==> src/rtl/pmu_pkg.sv <==
package pmu_pkg;
  parameter int CNT_W     = 32;
  parameter int NUM_CNT   = 2;
  parameter int NUM_EVT   = 16;
  parameter int SEL_W     = $clog2(NUM_EVT);
  parameter int NUM_MODE  = 4;
  parameter int MODE_W    = $clog2(NUM_MODE);
  parameter int REG_W     = 64;
  parameter int EN_BIT    = NUM_MODE;
  parameter int SEL_BASE  = EN_BIT + 1;
  parameter int CTRL_W    = SEL_BASE + NUM_CNT * SEL_W;
  parameter int FLAG_BIT  = CNT_W - 1;

  typedef enum logic [MODE_W-1:0] {
    MODE_EXC  = 2'd0,
    MODE_KERN = 2'd1,
    MODE_SUP  = 2'd2,
    MODE_USER = 2'd3
  } priv_mode_e;
endpackage

==> src/rtl/pmu_ctrl_reg.sv <==
module pmu_ctrl_reg
  import pmu_pkg::*;
(
  input  logic              clk,
  input  logic              rst_n,
  input  logic              wr_en,
  input  logic [REG_W-1:0]  wr_data,
  input  logic [MODE_W-1:0] mode,
  output logic [CTRL_W-1:0] ctrl_q,
  output logic              glob_en,
  output logic              count_gate,
  output logic [REG_W-1:0]  rd_data
);
  logic unused_hi_bits;
  logic mode_ok;

  assign unused_hi_bits = ^wr_data[REG_W-1:CTRL_W];

  always_ff @(posedge clk) begin
    if (!rst_n)     ctrl_q <= '0;
    else if (wr_en) ctrl_q <= wr_data[CTRL_W-1:0];
  end

  always_comb begin
    mode_ok = 1'b0;
    for (int m = 0; m < NUM_MODE; m++)
      if (mode == MODE_W'(m)) mode_ok = ctrl_q[m];
  end

  assign glob_en    = ctrl_q[EN_BIT];
  assign count_gate = glob_en & mode_ok;
  assign rd_data    = {{(REG_W-CTRL_W){1'b0}}, ctrl_q};
endmodule

==> src/rtl/pmu_event_counter.sv <==
module pmu_event_counter
  import pmu_pkg::*;
(
  input  logic               clk,
  input  logic               rst_n,
  input  logic               gate,
  input  logic [SEL_W-1:0]   sel,
  input  logic [NUM_EVT-1:0] events,
  input  logic               wr_en,
  input  logic [CNT_W-1:0]   wr_val,
  output logic [CNT_W-1:0]   cnt
);
  logic hit;
  assign hit = gate & events[sel];

  always_ff @(posedge clk) begin
    if (!rst_n)     cnt <= '0;
    else if (wr_en) cnt <= wr_val;
    else if (hit)   cnt <= cnt + CNT_W'(1);
  end
endmodule

==> src/rtl/pmu_irq_gen.sv <==
module pmu_irq_gen
  import pmu_pkg::*;
(
  input  logic               clk,
  input  logic               rst_n,
  input  logic               glob_en,
  input  logic [NUM_CNT-1:0] flags,
  output logic               irq
);
  always_ff @(posedge clk) begin
    if (!rst_n) irq <= 1'b0;
    else        irq <= glob_en & (|flags);
  end
endmodule

==> src/rtl/dual_evt_perf_unit.sv <==
module dual_evt_perf_unit
  import pmu_pkg::*;
(
  input  logic               clk,
  input  logic               rst_n,
  input  logic               ctrl_wr_en,
  input  logic [REG_W-1:0]   ctrl_wr_data,
  output logic [REG_W-1:0]   ctrl_rd_data,
  input  logic               cnt_wr_en,
  input  logic [REG_W-1:0]   cnt_wr_data,
  output logic [REG_W-1:0]   cnt_rd_data,
  input  logic [MODE_W-1:0]  priv_mode,
  input  logic [NUM_EVT-1:0] event_in,
  output logic               irq
);
  logic [CTRL_W-1:0]  ctrl_q;
  logic               glob_en;
  logic               count_gate;
  logic [NUM_CNT-1:0] flags;

  pmu_ctrl_reg u_ctrl (
    .clk(clk), .rst_n(rst_n), .wr_en(ctrl_wr_en), .wr_data(ctrl_wr_data),
    .mode(priv_mode), .ctrl_q(ctrl_q), .glob_en(glob_en),
    .count_gate(count_gate), .rd_data(ctrl_rd_data)
  );

  for (genvar k = 0; k < NUM_CNT; k++) begin : g_cnt
    logic [CNT_W-1:0] val;
    pmu_event_counter u_counter (
      .clk(clk), .rst_n(rst_n), .gate(count_gate),
      .sel(ctrl_q[SEL_BASE + k*SEL_W +: SEL_W]),
      .events(event_in), .wr_en(cnt_wr_en),
      .wr_val(cnt_wr_data[k*CNT_W +: CNT_W]), .cnt(val)
    );
    assign cnt_rd_data[k*CNT_W +: CNT_W] = val;
    assign flags[k] = val[FLAG_BIT];
  end

  pmu_irq_gen u_irq (
    .clk(clk), .rst_n(rst_n), .glob_en(glob_en), .flags(flags), .irq(irq)
  );
endmodule

==> config.mk <==
export PLATFORM = sky130hd
export DESIGN_NAME = dual_evt_perf_unit
export DESIGN_NICKNAME = d
export VERILOG_FILES = /design/src/rtl/pmu_pkg.sv /design/src/rtl/pmu_ctrl_reg.sv /design/src/rtl/pmu_event_counter.sv /design/src/rtl/pmu_irq_gen.sv /design/src/rtl/dual_evt_perf_unit.sv
export SDC_FILE = /design/constraint.sdc
export NUM_CORES = 1
export LEC_CHECK = 0
export ABC_AREA = 1
export BUFFER_PORTS_ARGS = -buffer_cell sky130_fd_sc_hd__buf_2
export CAP_MARGIN = 30
export CORE_ASPECT_RATIO = 0.5
export CORE_MARGIN = 2
export CORE_UTILIZATION = 35
export DETAILED_ROUTE_END_ITERATION = 12
export PLACE_DENSITY_LB_ADDON = 0.12
export SKIP_LAST_GASP = 1
export SYNTH_ARGS = -nofsm -noshare
export SYNTH_HDL_FRONTEND = slang
export SYNTH_SLANG_ARGS = --single-unit
==> constraint.sdc <==
create_clock -name clk -period 2.49 [get_ports clk]
set_input_delay 0 -clock clk [delete_from_list [all_inputs] [get_ports clk]]
set_output_delay 0 -clock clk [all_outputs]
set_load 0.02 [all_outputs]
==> out/metrics.cfg <==
[timing]
fin_crit_ns = 2.02
drv_slew = 0
setup_violations = 0
skew_ns = 0.00935
fin_tns_setup_ns = 0
post-route-period-util = 0.809
slew_headroom = 0.467
fmax_mhz = 496
rsz0062_at_grt = false
finalWorstSetupSlack_ns = 0.475
hold_viol_final = 0
worstMarginPinSlew_ns = 0.800

[power_and_ir_drop]
swShare = 0.328
ir_worst_vdd_mv = 0.286
p_per_area_nw_per_um2 = 463
intPower_mw = 2.39
leakage_nw = 3.52
p_seq_frac = 0.403
p_clk_frac = 0.383
power_frac_comb = 0.214
switchingPower_mw = 1.16

[yosys]
yosysWarnings = 0
ys_ff_latch = 78
synth_area_um2 = 6250
synth.avg_cell_area_um2 = 5.77
synth-seq-area-share = 0.250
netlist_instances = 1082
synth_cell_types = 33

[placement]
gp_congestion = 0.966
port_buffers = 176
placed_cell_area_um2 = 7070
dp_hpwl_mm = 15.1
post-place-ws_ns = 0.475

[setup_path]
reg2reg_slack_ns = 0.47
worstSetupPathType = reg2reg
crit_path_start = u_ctrl.ctrl_q[9]
worstSetupEndpointType = flip-flop
endpoint = g_cnt[1].u_counter.cnt[9]
r2r_start = u_ctrl.ctrl_q[9]
cp_max_fo = 31
r2r_end = g_cnt[1].u_counter.cnt[9]
arrival_ns = 2.22
reg2reg_depth = 9
required_ns = 2.70
cp-start-kind = flip-flop

[layout]
fin_area_um2 = 7660
final_util = 0.439
num_antenna_cells = 0
layout-drive-gt1-share = 0.194
nNetsFinal = 1413
syn_to_final_growth_pct = 22.7

[die]
core_um2 = 17400
pin_count = 279
dieHeight_um = 98.5
die_w_um = 193
die_area_um2 = 19000
rows = 34
start_util = 0.358

[hold_path]
hold_path_class = in2reg

[clocking]
clk_pin_slew_ns = 0.06
cts_setup_buffers = 0
clock-root-buffer = clkbuf_16
cts_tree = done
cts-htree-levels = 3
cts_buffers = 9
clock_sinks = 78
post_cts_resized = 0
cts_hold_buffers = 30
clockBufferDepth = 2
clock_latency_ns = 0.35

[drt]
wl_per_cell_um = 13.6
num_vias = 7084
drtAntennaViolNets = 0
routed_via_density = 4.73
drt_iter0_drc = 458
drc = 0
wl_mm = 20.4
firstDrtPassIters = 4

[global_routing]
grt_max_degree = 82
grt_pass1_vias = 6665
grt_pass1_wl_mm = 33.1
antenna_found_initial = 0
grt_util_all_layers = 0.217
grt_overflow_total = 0

[run_status]
status = finished clean

[flow_run]
drv_cap = 0

-- registers in the layout, summed over array words and instances, names as in the netlist --
register / cells
u_irq.irq: 1
u_ctrl.ctrl_q: 13
g_cnt.u_counter.cnt: 64
-- layout by cell type, fill, tap and decap left out, drive strengths merged, types with 2 or more instances in the layout --
cell / synthesis / routed
a21oi: 73 / 73
buf: 78 / 184
clkbuf: 18 / 11
clkinv: 0 / 2
conb: 1 / 51
dfxtp: 78 / 78
dlygate4sd3: 0 / 30
ha: 2 / 2
inv: 69 / 69
nand2: 440 / 440
nand3: 140 / 140
nor2: 113 / 113
nor3: 2 / 2
o21ai: 35 / 35
o21bai: 2 / 2
or2: 4 / 4
xnor2: 3 / 3
xor2: 20 / 20
-- area by class of cell --
class	count	area, µm²
fillers	1932	9780
flip-flops and latches	78	1560
well taps	234	293
clock inverters	4	47.5
clock buffers	11	243
repair buffers	214	1250
multi-input cells	889	4000
inverters	69	264
-- synthesized netlist by cell type (all sizes together) --
cell,count,area share
dfxtp,78,0.25
nand2,440,0.27
o211ai,1,0.0012
ha,2,0.0040
xor2,20,0.028
o21bai,2,0.0024
buf,78,0.086
xnor2,3,0.0042
or2,4,0.0040
inv,69,0.042
o21ai,35,0.028
a21oi,73,0.059
conb,1,0.00060
a211oi,1,0.0012
nor3,2,0.0016
nand4,1,0.0010
nor2,113,0.088
nand3,140,0.11
nand3b,1,0.0012
clkbuf,18,0.011
-- power groups by stage --
stage	clock network, mW	logic [mW]	registers (mW)
floorplan	0	0.477	1.51
global placement	0	0.716	1.46
detailed placement	0	0.724	1.46
CTS	1.38	0.763	1.43
global route	1.44	0.853	1.45
finish	1.36	0.760	1.43
-- worst max-delay path, cell delays in order (launching register included) --
cell     delay, ns
dfxtp_1       0.60
inv_4         0.13
nand2_1       0.08
nand3_1       0.07
nand3_1       0.12
nand3_1       0.10
nand3_2       0.12
nand2_2       0.38
nand2_1       0.19
a21oi_1       0.08
-- routing by layer --
layer  GRT usage  vias to the layer above  wire length (µm)
li1            -                     3680                 -
met1       0.283                     3191              9840
met2       0.373                      197              9390
met3      0.0456                       16              1030
met4      0.0379                        0               182
met5           0                        -                 0
-- metrics by stage --
stage	hold WS [ns]	total power [mW]	instances
3_3_place_gp	0.225	2.18	1454
4_1_cts	0.0000430	3.58	1499
2_1_floorplan	0.135	1.99	1132
5_1_grt	0.0170	3.73	1499
3_5_place_dp	0.232	2.19	1454
6_report	0.00365	3.55	1499
-- cell families after synthesis --
logic type	count (synthesis)	share of synthesized area
AOI/OAI and AO/OA	112	0.0919
other	1	0.000600
adders and majority gates	2	0.00401
and+or+nand+nor	701	0.482
buffers and inverters	165	0.139
xor gates and xnor gates	23	0.0323
DFF	78	0.250
-- worst min path at each step --
stage | slack (ns) | to | cells after the start | startpoint
floorplan | 0.13 | u_ctrl.ctrl_q[0] | 2 | ctrl_wr_data[0]
global placement | 0.22 | u_ctrl.ctrl_q[0] | 3 | ctrl_wr_data[0]
detailed placement | 0.23 | u_ctrl.ctrl_q[0] | 3 | ctrl_wr_data[0]
CTS | 0.00004 | g_cnt[1].u_counter.cnt[26] | 5 | cnt_wr_data[58]
global route | 0.02 | g_cnt[0].u_counter.cnt[28] | 5 | cnt_wr_data[28]
finish | 0.004 | g_cnt[0].u_counter.cnt[30] | 5 | cnt_wr_data[30]
Power figures use the tool's default switching activity.
